`src/rtl/da_fir_pkg.sv`:
```
package da_fir_pkg;

  function automatic longint unsigned tap_coef(int k, int step, int base, int cw);
    longint unsigned v;
    v = longint'(step) * longint'(k) + longint'(base);
    return v & ((64'd1 << cw) - 64'd1);
  endfunction

  // sum of coefficients in group p selected by address a
  function automatic longint unsigned table_word(int p, int a, int m_w,
                                                 int step, int base, int cw);
    longint unsigned s;
    s = 0;
    for (int m = 0; m < m_w; m++)
      if (((a >> m) & 1) == 1) s += tap_coef(m + p * m_w, step, base, cw);
    return s;
  endfunction

endpackage

```
`src/rtl/da_fir_pe.sv`:
```
module da_fir_pe #(
  parameter int M         = 4,
  parameter int CW        = 8,
  parameter int SW        = 13,
  parameter int PIDX      = 0,
  parameter int COEF_STEP = 3,
  parameter int COEF_BASE = 5
) (
  input  logic          clk_i,
  input  logic          rst_ni,
  input  logic [M-1:0]  addr_i,
  input  logic [SW-1:0] left_i,
  output logic [SW-1:0] sum_o
);
  localparam int DEPTH = 1 << M;

  logic [SW-1:0] tbl [DEPTH];
  logic [SW-1:0] sum_q;

  for (genvar a = 0; a < DEPTH; a++) begin : g_tbl
    assign tbl[a] = SW'(da_fir_pkg::table_word(PIDX, a, M, COEF_STEP, COEF_BASE, CW));
  end

  always_ff @(posedge clk_i or negedge rst_ni) begin
    if (!rst_ni) sum_q <= '0;
    else         sum_q <= left_i + tbl[addr_i];
  end

  assign sum_o = sum_q;

  // chain partial sum never wraps below its left input
  assert_chain_no_wrap_R3: assert property (@(posedge clk_i) disable iff (!rst_ni)
    1'b1 |=> sum_q >= $past(left_i));

endmodule

```
`src/rtl/da_fir_acc.sv`:
```
module da_fir_acc #(
  parameter int L  = 8,
  parameter int P  = 2,
  parameter int SW = 13,
  parameter int AW = 21
) (
  input  logic          clk_i,
  input  logic          rst_ni,
  input  logic          start_i,
  input  logic [SW-1:0] chain_i,
  output logic [AW-1:0] y_o,
  output logic          valid_o
);
  localparam int CNTW = $clog2(L) + 1;

  logic [P-1:0]    dly_q;
  logic [AW-1:0]   acc_q;
  logic [CNTW-1:0] cnt_q;
  logic            act_q, vld_q;
  logic            win;

  assign win = dly_q[P-1];  // window start aligned to chain latency

  always_ff @(posedge clk_i or negedge rst_ni) begin
    if (!rst_ni) begin
      dly_q <= '0;
      acc_q <= '0;
      cnt_q <= '0;
      act_q <= 1'b0;
      vld_q <= 1'b0;
    end else begin
      dly_q <= P'({dly_q, start_i});
      vld_q <= act_q && !win && (cnt_q == CNTW'(L - 1));
      if (win) begin
        acc_q <= AW'(chain_i);
        cnt_q <= CNTW'(1);
        act_q <= 1'b1;
      end else if (act_q) begin
        acc_q <= (acc_q << 1) + AW'(chain_i);
        if (cnt_q == CNTW'(L - 1)) begin
          act_q <= 1'b0;
          cnt_q <= '0;
        end else begin
          cnt_q <= cnt_q + 1'b1;
        end
      end
    end
  end

  assign y_o     = acc_q;
  assign valid_o = vld_q;

  assert_valid_pulse_R6: assert property (@(posedge clk_i) disable iff (!rst_ni)
    vld_q |=> !vld_q);
  assert_valid_after_window_R4: assert property (@(posedge clk_i) disable iff (!rst_ni)
    vld_q |-> $past(act_q));
  assert_cnt_range_R5: assert property (@(posedge clk_i) disable iff (!rst_ni)
    act_q |-> cnt_q < CNTW'(L));
  assert_no_overflow_R3: assert property (@(posedge clk_i) disable iff (!rst_ni)
    (act_q && !win) |=> {1'b0, acc_q} >= ({1'b0, $past(acc_q)} << 1));
  assert_idle_hold_R8: assert property (@(posedge clk_i) disable iff (!rst_ni)
    (!act_q && !win) |=> $stable(acc_q));

endmodule

```
`src/rtl/da_fir_systolic.sv`:
```
module da_fir_systolic #(
  parameter int P         = 2,
  parameter int M         = 4,
  parameter int L         = 8,
  parameter int CW        = 8,
  parameter int COEF_STEP = 3,
  parameter int COEF_BASE = 5,
  localparam int SW = CW + M + $clog2(P),
  localparam int AW = L + SW
) (
  input  logic            clk_i,
  input  logic            rst_ni,
  input  logic            start_i,
  input  logic [P*M-1:0]  bits_i,
  output logic [AW-1:0]   y_o,
  output logic            valid_o
);
  logic [SW-1:0] link [P+1];

  assign link[0] = '0;

  for (genvar p = 0; p < P; p++) begin : g_pe
    da_fir_pe #(
      .M(M), .CW(CW), .SW(SW), .PIDX(p),
      .COEF_STEP(COEF_STEP), .COEF_BASE(COEF_BASE)
    ) pe_i (
      .clk_i (clk_i),
      .rst_ni(rst_ni),
      .addr_i(bits_i[p*M +: M]),
      .left_i(link[p]),
      .sum_o (link[p+1])
    );
  end

  da_fir_acc #(.L(L), .P(P), .SW(SW), .AW(AW)) acc_i (
    .clk_i  (clk_i),
    .rst_ni (rst_ni),
    .start_i(start_i),
    .chain_i(link[P]),
    .y_o    (y_o),
    .valid_o(valid_o)
  );

  assert_reset_quiet_R7: assert property (@(posedge clk_i) disable iff (!rst_ni)
    $rose(rst_ni) |-> !valid_o);

endmodule

```
`config.mk`:
```
export PLATFORM = sky130hd
export DESIGN_NAME = da_fir_systolic
export DESIGN_NICKNAME = d
export VERILOG_FILES = /design/src/rtl/da_fir_pkg.sv /design/src/rtl/da_fir_pe.sv /design/src/rtl/da_fir_acc.sv /design/src/rtl/da_fir_systolic.sv
export SDC_FILE = /design/constraint.sdc
export NUM_CORES = 1
export LEC_CHECK = 0
export BUFFER_PORTS_ARGS = -buffer_cell sky130_fd_sc_hd__buf_2
export CAP_MARGIN = 20
export CELL_PAD_IN_SITES_DETAIL_PLACEMENT = 0
export CELL_PAD_IN_SITES_GLOBAL_PLACEMENT = 1
export CORE_MARGIN = 10
export CORE_UTILIZATION = 45
export CTS_BUF_LIST = sky130_fd_sc_hd__clkbuf_4 sky130_fd_sc_hd__clkbuf_8 sky130_fd_sc_hd__clkbuf_16
export DETAILED_ROUTE_END_ITERATION = 16
export MAX_ROUTING_LAYER = met4
export PLACE_DENSITY = 0.86
export SYNTH_ARGS = -nofsm -noshare
export SYNTH_HDL_FRONTEND = slang
export SYNTH_SLANG_ARGS = --single-unit
```
`constraint.sdc`:
```
create_clock -name clk_i -period 2.9 [get_ports clk_i]
set_input_delay 0.145 -clock clk_i [delete_from_list [all_inputs] [get_ports clk_i]]
set_output_delay 0.145 -clock clk_i [all_outputs]
set_load 0.01 [all_outputs]
```
==> results of run 1 <==
final timing paths:
check,from,endpoint,slack [ps],cells past startpoint
worst max register to register,acc_i.y_o[0]$_DFFE_PN0P_,acc_i.y_o[15]$_DFFE_PN0P_,370,8
worst min register to register,acc_i.dly_q[0]$_DFF_PN0_,acc_i.dly_q[1]$_DFF_PN0_,360,0
worst max-delay path,acc_i.y_o[0]$_DFFE_PN0P_,acc_i.y_o[15]$_DFFE_PN0P_,370,8
worst min-delay path,rst_ni,acc_i.y_o[18]$_DFFE_PN0P_,-10,1
min in group clk_i,bits_i[2],g_pe[0].pe_i.sum_o[3]$_DFF_PN0_,100,2
max in group asynchronous,rst_ni,acc_i.cnt_q[3]$_DFFE_PN0P_,2310,1
metrics by stage:
stage	area [sq um]	power, mW
floorplan	2750	1.59
global placement	2960	1.81
detailed placement	2960	1.84
CTS	3080	2.31
global route	3080	2.47
finish	3080	2.29
kinds of logic (layout without fill, tap and decap cells):
logic type                 count (synthesis)  after routing  share of synthesized area
AOI/OAI and AO/OA                         77             77                      0.192
and+or+nand+nor                          101            101                      0.184
xor gates and xnor gates                  10             10                     0.0319
DFF                                       43             43                      0.392
muxes                                      7              7                     0.0269
buffers and inverters                     37             67                     0.0551
adders and majority gates                 25             25                      0.119
state kept, by name (all words and copies together) (netlist names):
signal and cells:
acc_i.valid_o 1, acc_i.cnt_q 4, acc_i.dly_q 2, acc_i.act_q 1, g_pe.pe_i.sum_o 14, acc_i.y_o 21
power by group:
group / internal, mW / switching [mW] / leakage (nW)
Clock: 0.256 / 0.214 / 0.0581
Sequential: 0.721 / 0.115 / 0.540
Combinational: 0.424 / 0.562 / 0.884
Total: 1.40 / 0.891 / 1.48
layer usage:
layer	share of wire	up-vias	routed length (um)	track usage
met1	0.45	1035	2670	0.139
met2	0.50	40	2940	0.220
met5	0	-	0	-
li1	-	1127	-	-
met3	0.040	5	235	0.0310
met4	0.011	0	66	0.0408
cell usage after synthesis, types with 3 or more instances:
| library cell | n |
|---|---|
| nand2_1 | 26 |
| or4_1 | 3 |
| a311oi_1 | 6 |
| mux2_2 | 3 |
| xor2_1 | 3 |
| o21bai_1 | 3 |
| a31oi_1 | 4 |
| a211oi_1 | 3 |
| nand3_1 | 5 |
| o211a_1 | 3 |
| nand4_1 | 5 |
| xnor2_1 | 7 |
| mux2i_1 | 4 |
| o31ai_1 | 4 |
| clkbuf_1 | 11 |
| nor4_1 | 5 |
| o21ai_0 | 13 |
| ha_1 | 23 |
| or3_1 | 5 |
| inv_1 | 23 |
| a21oi_1 | 23 |
| nand3b_1 | 3 |
| nor2_1 | 26 |
| o21ai_1 | 3 |
| nor2b_1 | 6 |
| dfrtp_1 | 43 |
| nor3_1 | 9 |
| a21o_1 | 4 |
placed cells by master (no fill, tap or decap), types with 4 or more instances in the layout:
master | synthesis | routed
dfrtp_1 | 43 | 43
buf_2 | 1 | 32
nor2_1 | 26 | 26
nand2_1 | 26 | 26
a21oi_1 | 23 | 23
inv_1 | 23 | 23
ha_1 | 23 | 23
o21ai_0 | 13 | 13
nor3_1 | 9 | 9
xnor2_1 | 7 | 7
nor2b_1 | 6 | 6
a311oi_1 | 6 | 6
nand3_1 | 5 | 5
nand4_1 | 5 | 5
nor4_1 | 5 | 5
or3_1 | 5 | 5
clkbuf_8 | 0 | 5
a21o_1 | 4 | 4
mux2i_1 | 4 | 4
o31ai_1 | 4 | 4
a31oi_1 | 4 | 4
layout make-up:
type | count | area [sq um]
Clock buffer | 5 | 68.8
Clock inverter | 3 | 43.8
Fill cell | 555 | 2840
Inverter | 23 | 86.3
Multi-Input combinational cell | 220 | 1520
Sequential cell | 43 | 1080
Tap cell | 75 | 93.8
Timing Repair Buffer | 36 | 193
worst register-to-register path: cells and delay by family (launching register included):
kind,cells,cell delay [ps]
and+or+nand+nor,3,1030
adders and majority gates,2,570
AOI/OAI and AO/OA,2,400
DFF,1,370
buffers and inverters,1,60
==> results.py, run 1 <==
metrics = {
    "drt": {
        "drtIter0Drc": 147,
        "avgViaCountPerCell": 5.45,
        "vias": 2207,
        "post_drt_wl_per_cell_um": 14.6,
        "ant_nets": 0,
        "drt_first_pass_iters": 4,
        "post-route-drc-count": 0,
        "routed_wl_um": 5910,
    },
    "placed_design": {
        "numPortBuffers": 32,
        "dp_cells": 396,
        "hpwl_um": 4390,
        "gp_congestion": 0.855,
        "dp_slack_ps": 349,
    },
    "die": {
        "num_rows": 28,
        "core_region_area_sq_mm": 0.00592,
        "dieHeight_um": 98.1,
        "fp.dieW_um": 98.1,
        "start_util": 0.464,
        "pin_count": 33,
        "die-area_sq_mm": 0.00963,
    },
    "cts": {
        "worstSkewPairLatency_ps": 300,
        "cts_root_buf": "clkbuf_8",
        "cts_setup_buffers": 0,
        "cts_sinks": 43,
        "cts_buffer_depth": 2,
        "cts-resized-gates": 0,
        "cts_tree": "done",
        "cts_max_level": 2,
        "cts_buffers": 5,
        "hold_buffers": 1,
        "clk_pin_slew_ps": 80,
    },
    "timing": {
        "fin_setup_tns_ps": 0,
        "hold-worst-slack_ps": -14.2,
        "worst_slew_pin_slew_ps": 955,
        "finalWorstSetupSlack_ps": 366,
        "setup_viol": 0,
        "skew_ps": 6.45,
        "finalHoldViolations": 13,
        "slew_violations": 0,
        "finalCriticalPeriod_ps": 2530,
        "rsz0062_at_grt": "no",
        "fmax_mhz": 395,
        "finalCritPeriodShare": 0.874,
        "timing.slew.headroom": 0.364,
    },
    "critical_path": {
        "slowest_delay_ps": 500,
        "worstPathRequired_ps": 3100,
        "critPathTopFamily": "simple AND/OR/NAND/NOR gates",
        "cp_max_fo": 8,
        "crit_chain": "ha_1 -> inv_1 -> fa_1 -> and2b_2 -> o2111ai_4 -> and3_4 -> or4_1 -> a311oi_1",
        "crit_path_top_delay_cell": "or4_1",
        "start_kind": "flip-flop",
        "path_class": "reg2reg",
        "end_kind": "flip-flop",
        "crit_buf_inv": 1,
        "critPathArrivalTime_ps": 2740,
    },
    "grt": {
        "grt_usage": 0.127,
        "grt_pass1_vias": 2169,
        "antenna_found_initial": 0,
        "grt-ovfl-total": 0,
        "grt_pass1_wl_um": 10000,
        "grt_start_max_net_pins": 44,
    },
    "finish": {
        "num_antenna_cells": 0,
        "drive_above_1_share": 0.155,
        "final_util": 0.520,
        "syn2layout_area_growth_pct": 12.2,
        "layout.cells.non_filler": 405,
        "final_nets": 365,
    },
    "power_and_ir_drop": {
        "p_leak_nw": 1.48,
        "p_per_area_mw_per_mm2": 744,
        "ir_worst_vdd_v": 0.000281,
    },
    "logic_synthesis": {
        "syn_area_per_cell_sq_um": 9.16,
        "synthTopCellsByArea": "dfrtp_1 (39%), ha_1 (10%), a21oi_1 (4.2%)",
        "synth_cell_types": 48,
        "synth_ff_type": "dfrtp_1",
        "synth_nets": 336,
        "ys_warn_count": 0,
        "synth_edf_count": 0,
        "yosys.area.top_type_share": 0.392,
        "synth_area_sq_mm": 0.00275,
        "synth_seq_area_share": 0.392,
        "synth_cells": 300,
        "async_flop_share": 1.00,
        "synth_top_area_cell": "dfrtp_1",
        "ys_ff_latch": 43,
    },
    "run_status": {
        "violations": "negative hold slack",
        "outcome": "finished with violations",
    },
    "hold_path": {
        "hold_path.class": "in2async",
    },
    "flow_run": {
        "cap_violations": 0,
    },
}
No activity file was read; power rests on OpenSTA's default activity.
==> inputs of run 2 (changes only) <==
--- a/config.mk
+++ b/config.mk
@@ -9,7 +9,7 @@
 export CAP_MARGIN = 20
 export CELL_PAD_IN_SITES_DETAIL_PLACEMENT = 0
 export CELL_PAD_IN_SITES_GLOBAL_PLACEMENT = 1
-export CORE_MARGIN = 10
+export CORE_MARGIN = 8
 export CORE_UTILIZATION = 45
 export CTS_BUF_LIST = sky130_fd_sc_hd__clkbuf_4 sky130_fd_sc_hd__clkbuf_8 sky130_fd_sc_hd__clkbuf_16
 export DETAILED_ROUTE_END_ITERATION = 16
==> run 2 against run 1 <==
  * The run still ends with negative hold slack left
  * Sequential power about the same
  * Maximum frequency up 2.2%
  * Clock skew grew 3.3 ps
  * Largest cell class unchanged
==> results.py, run 2 (synthesized netlist as in run 1, its figures left out) <==
metrics = {
    "die": {
        "core_region_area_sq_mm": 0.00592,
        "dieHeight_um": 94.1,
        "num_rows": 28,
        "start_util": 0.464,
        "pin_count": 33,
        "fp.dieW_um": 94.1,
        "die-area_sq_mm": 0.00886,
    },
    "placed_design": {
        "hpwl_um": 4230,
        "dp_slack_ps": 435,
        "place_area_sq_mm": 0.00296,
        "numPortBuffers": 32,
        "dp_cells": 396,
        "gp_congestion": 0.785,
    },
    "drt": {
        "ant_nets": 0,
        "vias": 2229,
        "post_drt_wl_per_cell_um": 14.2,
        "drt_first_pass_iters": 4,
        "avgViaCountPerCell": 5.50,
        "drtIter0Drc": 146,
        "post-route-drc-count": 0,
        "routed_wl_um": 5730,
    },
    "power_and_ir_drop": {
        "ir_worst_vdd_v": 0.000284,
        "p_leak_nw": 1.47,
        "p_per_area_mw_per_mm2": 721,
        "total_power_mw": 2.21,
    },
    "timing": {
        "skew_ps": 9.72,
        "finalHoldViolations": 15,
        "rsz0062_at_grt": "no",
        "hold-worst-slack_ps": -23.4,
        "fmax_mhz": 403,
        "finalCritPeriodShare": 0.855,
        "finalWorstSetupSlack_ps": 421,
        "slew_violations": 0,
        "finalCriticalPeriod_ps": 2480,
        "timing.slew.headroom": 0.367,
        "worst_slew_pin_slew_ps": 950,
        "setup_viol": 0,
        "fin_setup_tns_ps": 0,
    },
    "run_status": {
        "outcome": "finished with violations",
        "violations": "negative hold slack",
    },
    "grt": {
        "grt_usage": 0.145,
        "grt_start_max_net_pins": 44,
        "grt-ovfl-total": 0,
        "antenna_found_initial": 0,
        "grt_pass1_vias": 2276,
        "grt_pass1_wl_um": 10200,
    },
    "finish": {
        "stdcell_area_sq_mm": 0.00306,
        "regArea_sq_mm": 0.00108,
        "multi_input_area_sq_mm": 0.00152,
        "layout.cells.non_filler": 405,
        "largest_reg_flops": 21,
        "layout_commonest_cell": "dfrtp_1",
        "syn2layout_area_growth_pct": 11.4,
        "num_antenna_cells": 0,
        "final_util": 0.517,
        "final_cell_mix": "dfrtp_1 (43), buf_2 (32), nor2_1 (26), nand2_1 (26)",
        "final_nets": 365,
        "drive_above_1_share": 0.155,
        "fillerInstances": 552,
    },
    "cts": {
        "cts_root_buf": "clkbuf_8",
        "cts-resized-gates": 0,
        "worstSkewPairLatency_ps": 300,
        "cts_buffers": 5,
        "clk_pin_slew_ps": 90,
        "cts_sinks": 43,
        "cts_max_level": 2,
        "cts_tree": "done",
        "cts_setup_buffers": 0,
        "cts_buffer_depth": 2,
    },
    "flow_run": {
        "cap_violations": 0,
    },
    "critical_path": {
        "end_kind": "flip-flop",
        "crit_buf_inv": 1,
        "worstPathRequired_ps": 3100,
        "crit_chain": "ha_1 -> inv_1 -> fa_1 -> and2b_2 -> o2111ai_4 -> and3_4 -> or4_1 -> a311oi_1",
        "critPathArrivalTime_ps": 2680,
        "critPathTopFamily": "simple AND/OR/NAND/NOR gates",
        "path_class": "reg2reg",
        "reg2reg_from": "acc_i.y_o[0]$_DFFE_PN0P_",
        "r2r_setup_slack_ps": 420,
        "cp_max_fo": 8,
        "r2r_cells": 8,
        "worstReg2RegEnd": "acc_i.y_o[19]$_DFFE_PN0P_",
        "start_kind": "flip-flop",
        "slowest_delay_ps": 500,
        "crit_path_top_delay_cell": "or4_1",
    },
    "hold_path": {
        "hold_path.class": "in2async",
    },
}
run 2: per-layer routing:
metal / part of all wire / track usage / vias up
met2: 0.49 / 0.248 / 33
met3: 0.034 / 0.0264 / 7
li1: - / - / 1136
met1: 0.46 / 0.166 / 1053
met5: 0 / - / -
met4: 0.012 / 0.0489 / 0
run 2: timing repair:
item	in CTS	in global routing
endpoints found under the hold margin	1	0
setup endpoints to repair	0	0
hold buffers	1	0
run 2: worst max-delay path by stage:
stage                                     from                         to  slack [ps]  depth (start not counted)
6_report              acc_i.y_o[0]$_DFFE_PN0P_  acc_i.y_o[19]$_DFFE_PN0P_         420                          8
5_1_grt        g_pe[1].pe_i.sum_o[1]$_DFF_PN0_  acc_i.y_o[19]$_DFFE_PN0P_         290                          8
4_1_cts               acc_i.y_o[0]$_DFFE_PN0P_  acc_i.y_o[19]$_DFFE_PN0P_         410                          8
3_5_place_dp          acc_i.y_o[0]$_DFFE_PN0P_  acc_i.y_o[19]$_DFFE_PN0P_         440                          8
3_3_place_gp          acc_i.y_o[0]$_DFFE_PN0P_  acc_i.y_o[15]$_DFFE_PN0P_         500                          8
2_1_floorplan         acc_i.y_o[0]$_DFFE_PN0P_  acc_i.y_o[15]$_DFFE_PN0P_         430                          9
run 2: final cells by class:
type,count,share of cell area
Inverter,23,0.0282
Tap cell,75,0.0306
Timing Repair Buffer,36,0.0629
Clock inverter,3,0.00776
Sequential cell,43,0.351
Clock buffer,5,0.0225
Multi-Input combinational cell,220,0.497
run 2: power by group:
group / total [mW] / switching (mW) / internal, mW
Clock: 0.393 / 0.221 / 0.172
Combinational: 0.983 / 0.559 / 0.423
Sequential: 0.832 / 0.112 / 0.720
==> inputs of run 3 (changes only) <==
--- a/config.mk
+++ b/config.mk
@@ -5,14 +5,15 @@
 export SDC_FILE = /design/constraint.sdc
 export NUM_CORES = 1
 export LEC_CHECK = 0
-export BUFFER_PORTS_ARGS = -buffer_cell sky130_fd_sc_hd__buf_2
 export CAP_MARGIN = 20
 export CELL_PAD_IN_SITES_DETAIL_PLACEMENT = 0
 export CELL_PAD_IN_SITES_GLOBAL_PLACEMENT = 1
+export CORE_ASPECT_RATIO = 1.25
 export CORE_MARGIN = 8
-export CORE_UTILIZATION = 45
+export CORE_UTILIZATION = 49
 export CTS_BUF_LIST = sky130_fd_sc_hd__clkbuf_4 sky130_fd_sc_hd__clkbuf_8 sky130_fd_sc_hd__clkbuf_16
 export DETAILED_ROUTE_END_ITERATION = 16
+export DONT_BUFFER_PORTS = 1
 export MAX_ROUTING_LAYER = met4
 export PLACE_DENSITY = 0.86
 export SYNTH_ARGS = -nofsm -noshare
==> run 3 against run 2 <==
  * The run now ends clean
  * Worst hold slack improved by 33 ps
  * Flip-flop and latch count unchanged
  * Setup slack got worse by 86 ps
  * Non-clock buffer count decreased by 29
  * Core utilization increased by 3.0 points
  * Power increased by 1.6%
  * Maximum frequency decreased by 3.3%
  * Clock power increased by 25%
  * Critical path type unchanged
  * Critical endpoint is now acc_i.y_o[15]$_DFFE_PN0P_
==> results.py, run 3 (synthesized netlist as in run 1, its figures left out) <==
metrics = {
    "drt": {
        "drtIter0Drc": 87,
        "vias": 2114,
        "avgViaCountPerCell": 5.79,
        "post-route-drc-count": 0,
        "post_drt_wl_per_cell_um": 15.7,
        "drt_first_pass_iters": 4,
        "ant_nets": 0,
        "routed_wl_um": 5720,
    },
    "cts": {
        "cts_max_level": 2,
        "worstSkewPairLatency_ps": 310,
        "cts_setup_buffers": 0,
        "cts_tree": "done",
        "cts_buffer_depth": 2,
        "cts_root_buf": "clkbuf_8",
        "cts_buffers": 5,
        "cts_sinks": 43,
        "clk_pin_slew_ps": 90,
    },
    "power_and_ir_drop": {
        "p_leak_nw": 1.35,
        "p_comb_frac": 0.383,
        "ir_worst_vdd_v": 0.000290,
        "p_per_area_mw_per_mm2": 759,
        "intPower_mw": 1.38,
        "p_clk_frac": 0.219,
        "pwr-share-seq": 0.397,
        "switchingPower_uw": 867,
        "netSwitchingFraction": 0.386,
    },
    "critical_path": {
        "critPathArrivalTime_ps": 2770,
        "reg2reg_from": "acc_i.y_o[0]$_DFFE_PN0P_",
        "start_kind": "flip-flop",
        "startpoint": "acc_i.y_o[0]$_DFFE_PN0P_",
        "slowest_delay_ps": 490,
        "r2r_cells": 8,
        "worstPathRequired_ps": 3100,
        "path_class": "reg2reg",
        "cp_max_fo": 8,
        "end_kind": "flip-flop",
        "crit_path_top_delay_cell": "or4_1",
        "crit_chain": "ha_1 -> inv_1 -> fa_1 -> and2b_2 -> o2111ai_4 -> and3_4 -> or4_1 -> a311oi_1",
    },
    "timing": {
        "finalCriticalPeriod_ps": 2560,
        "skew_ps": 8.06,
        "fmax_mhz": 390,
        "finalWorstSetupSlack_ps": 335,
        "worst_slew_pin_slew_ps": 1010,
        "setup_viol": 0,
        "finalCritPeriodShare": 0.884,
        "rsz0062_at_grt": "no",
        "slew_violations": 0,
        "timing.slew.headroom": 0.327,
        "fin_setup_tns_ps": 0,
        "finalHoldViolations": 0,
        "hold-worst-slack_ps": 10.0,
    },
    "die": {
        "core_region_area_sq_mm": 0.00541,
        "start_util": 0.508,
        "fp.dieW_um": 83.0,
        "die-area_sq_mm": 0.00827,
        "dieHeight_um": 99.7,
        "pin_count": 33,
        "num_rows": 30,
    },
    "placed_design": {
        "numPortBuffers": 0,
        "hpwl_um": 4150,
        "gp_congestion": 0.903,
        "dp_slack_ps": 327,
        "place_area_sq_mm": 0.00278,
    },
    "finish": {
        "final_nets": 336,
        "drive_above_1_share": 0.0631,
        "largest_reg_flops": 21,
        "syn2layout_area_growth_pct": 7.56,
        "stdcell_area_sq_mm": 0.00296,
        "layout_commonest_cell": "dfrtp_1",
        "fillerInstances": 505,
        "num_antenna_cells": 0,
        "final_util": 0.547,
        "final_cell_mix": "dfrtp_1 (43), nor2_1 (26), nand2_1 (26)",
    },
    "grt": {
        "grt_usage": 0.148,
        "grt_start_max_net_pins": 44,
        "antenna_found_initial": 0,
        "grt_pass1_wl_um": 9870,
        "grt_pass1_vias": 2085,
        "grt-ovfl-total": 0,
    },
    "hold_path": {
        "hold_path_startpoint": "bits_i[1]",
        "hold_path.class": "in2reg",
        "hold_depth": 2,
    },
    "run_status": {
        "outcome": "complete, no violations",
    },
    "flow_run": {
        "cap_violations": 0,
    },
}
==> run 3: changes by cell type in the layout (fill, tap and decap cells not counted), sizes merged <==
| cell | previous run | this run |
|---|---|---|
| inv | 24 | 23 |
| bufinv | 0 | 1 |
| clkbuf | 5 | 6 |
| clkinvlp | 2 | 0 |
| clkinv | 0 | 1 |
| dlygate4sd3 | 1 | 4 |
| buf | 35 | 3 |
==> run 3: metrics by stage <==
| stage | instances | power [mW] |
|---|---|---|
| 2_1_floorplan | 300 | 1.59 |
| 3_3_place_gp | 352 | 1.73 |
| 3_5_place_dp | 352 | 1.75 |
| 4_1_cts | 365 | 2.26 |
| 5_1_grt | 365 | 2.43 |
| 6_report | 365 | 2.24 |
==> run 3: path summary, 6_finish.rpt <==
check                                                   to  slack (ps)
min                        g_pe[0].pe_i.sum_o[5]$_DFF_PN0_          10
min in group asynchronous        acc_i.y_o[17]$_DFFE_PN0P_         310
max in group asynchronous  g_pe[1].pe_i.sum_o[7]$_DFF_PN0_        2380
min reg2reg                       acc_i.dly_q[1]$_DFF_PN0_         360
max reg2reg                      acc_i.y_o[15]$_DFFE_PN0P_         340
max                              acc_i.y_o[15]$_DFFE_PN0P_         340
==> run 3: repair_timing <==
item | in CTS | in global routing
resized for setup | 0 | 0
hold endpoints to repair | 48 | 0
hold buffers | 5 | 0
==> run 3: critical path: cells and delay by family (launching register included) <==
| kind | cells | cell delay [ps] |
|---|---|---|
| buf+inv | 1 | 50 |
| flops | 1 | 430 |
| simple gates | 3 | 1020 |
| compound gates | 2 | 380 |
| fa+ha+maj | 2 | 580 |
==> run 3: layer usage <==
| metal | vias up | part of all wire | track usage |
|---|---|---|---|
| li1 | 1072 | - | - |
| met1 | 992 | 0.41 | 0.144 |
| met2 | 40 | 0.50 | 0.255 |
| met3 | 10 | 0.064 | 0.0531 |
| met4 | 0 | 0.020 | 0.0732 |
| met5 | - | 0 | - |
==> run 3: layout make-up <==
class                           instances  area (sq um)  area share
Clock buffer                            6          82.6      0.0279
Inverter                               23          86.3      0.0292
Clock inverter                          2          35.0      0.0119
Timing Repair Buffer                    7          75.1      0.0254
Multi-Input combinational cell        220          1520       0.514
Sequential cell                        43          1080       0.364
Tap cell                               64          80.1      0.0271
==> run 3: power by group through the flow <==
stage	clock [mW]	sequential, mW	combinational, mW
5_1_grt	0.527	0.921	0.987
3_5_place_dp	0	0.911	0.836
6_report	0.492	0.891	0.859
2_1_floorplan	0	0.854	0.738
3_3_place_gp	0	0.907	0.825
4_1_cts	0.505	0.898	0.863
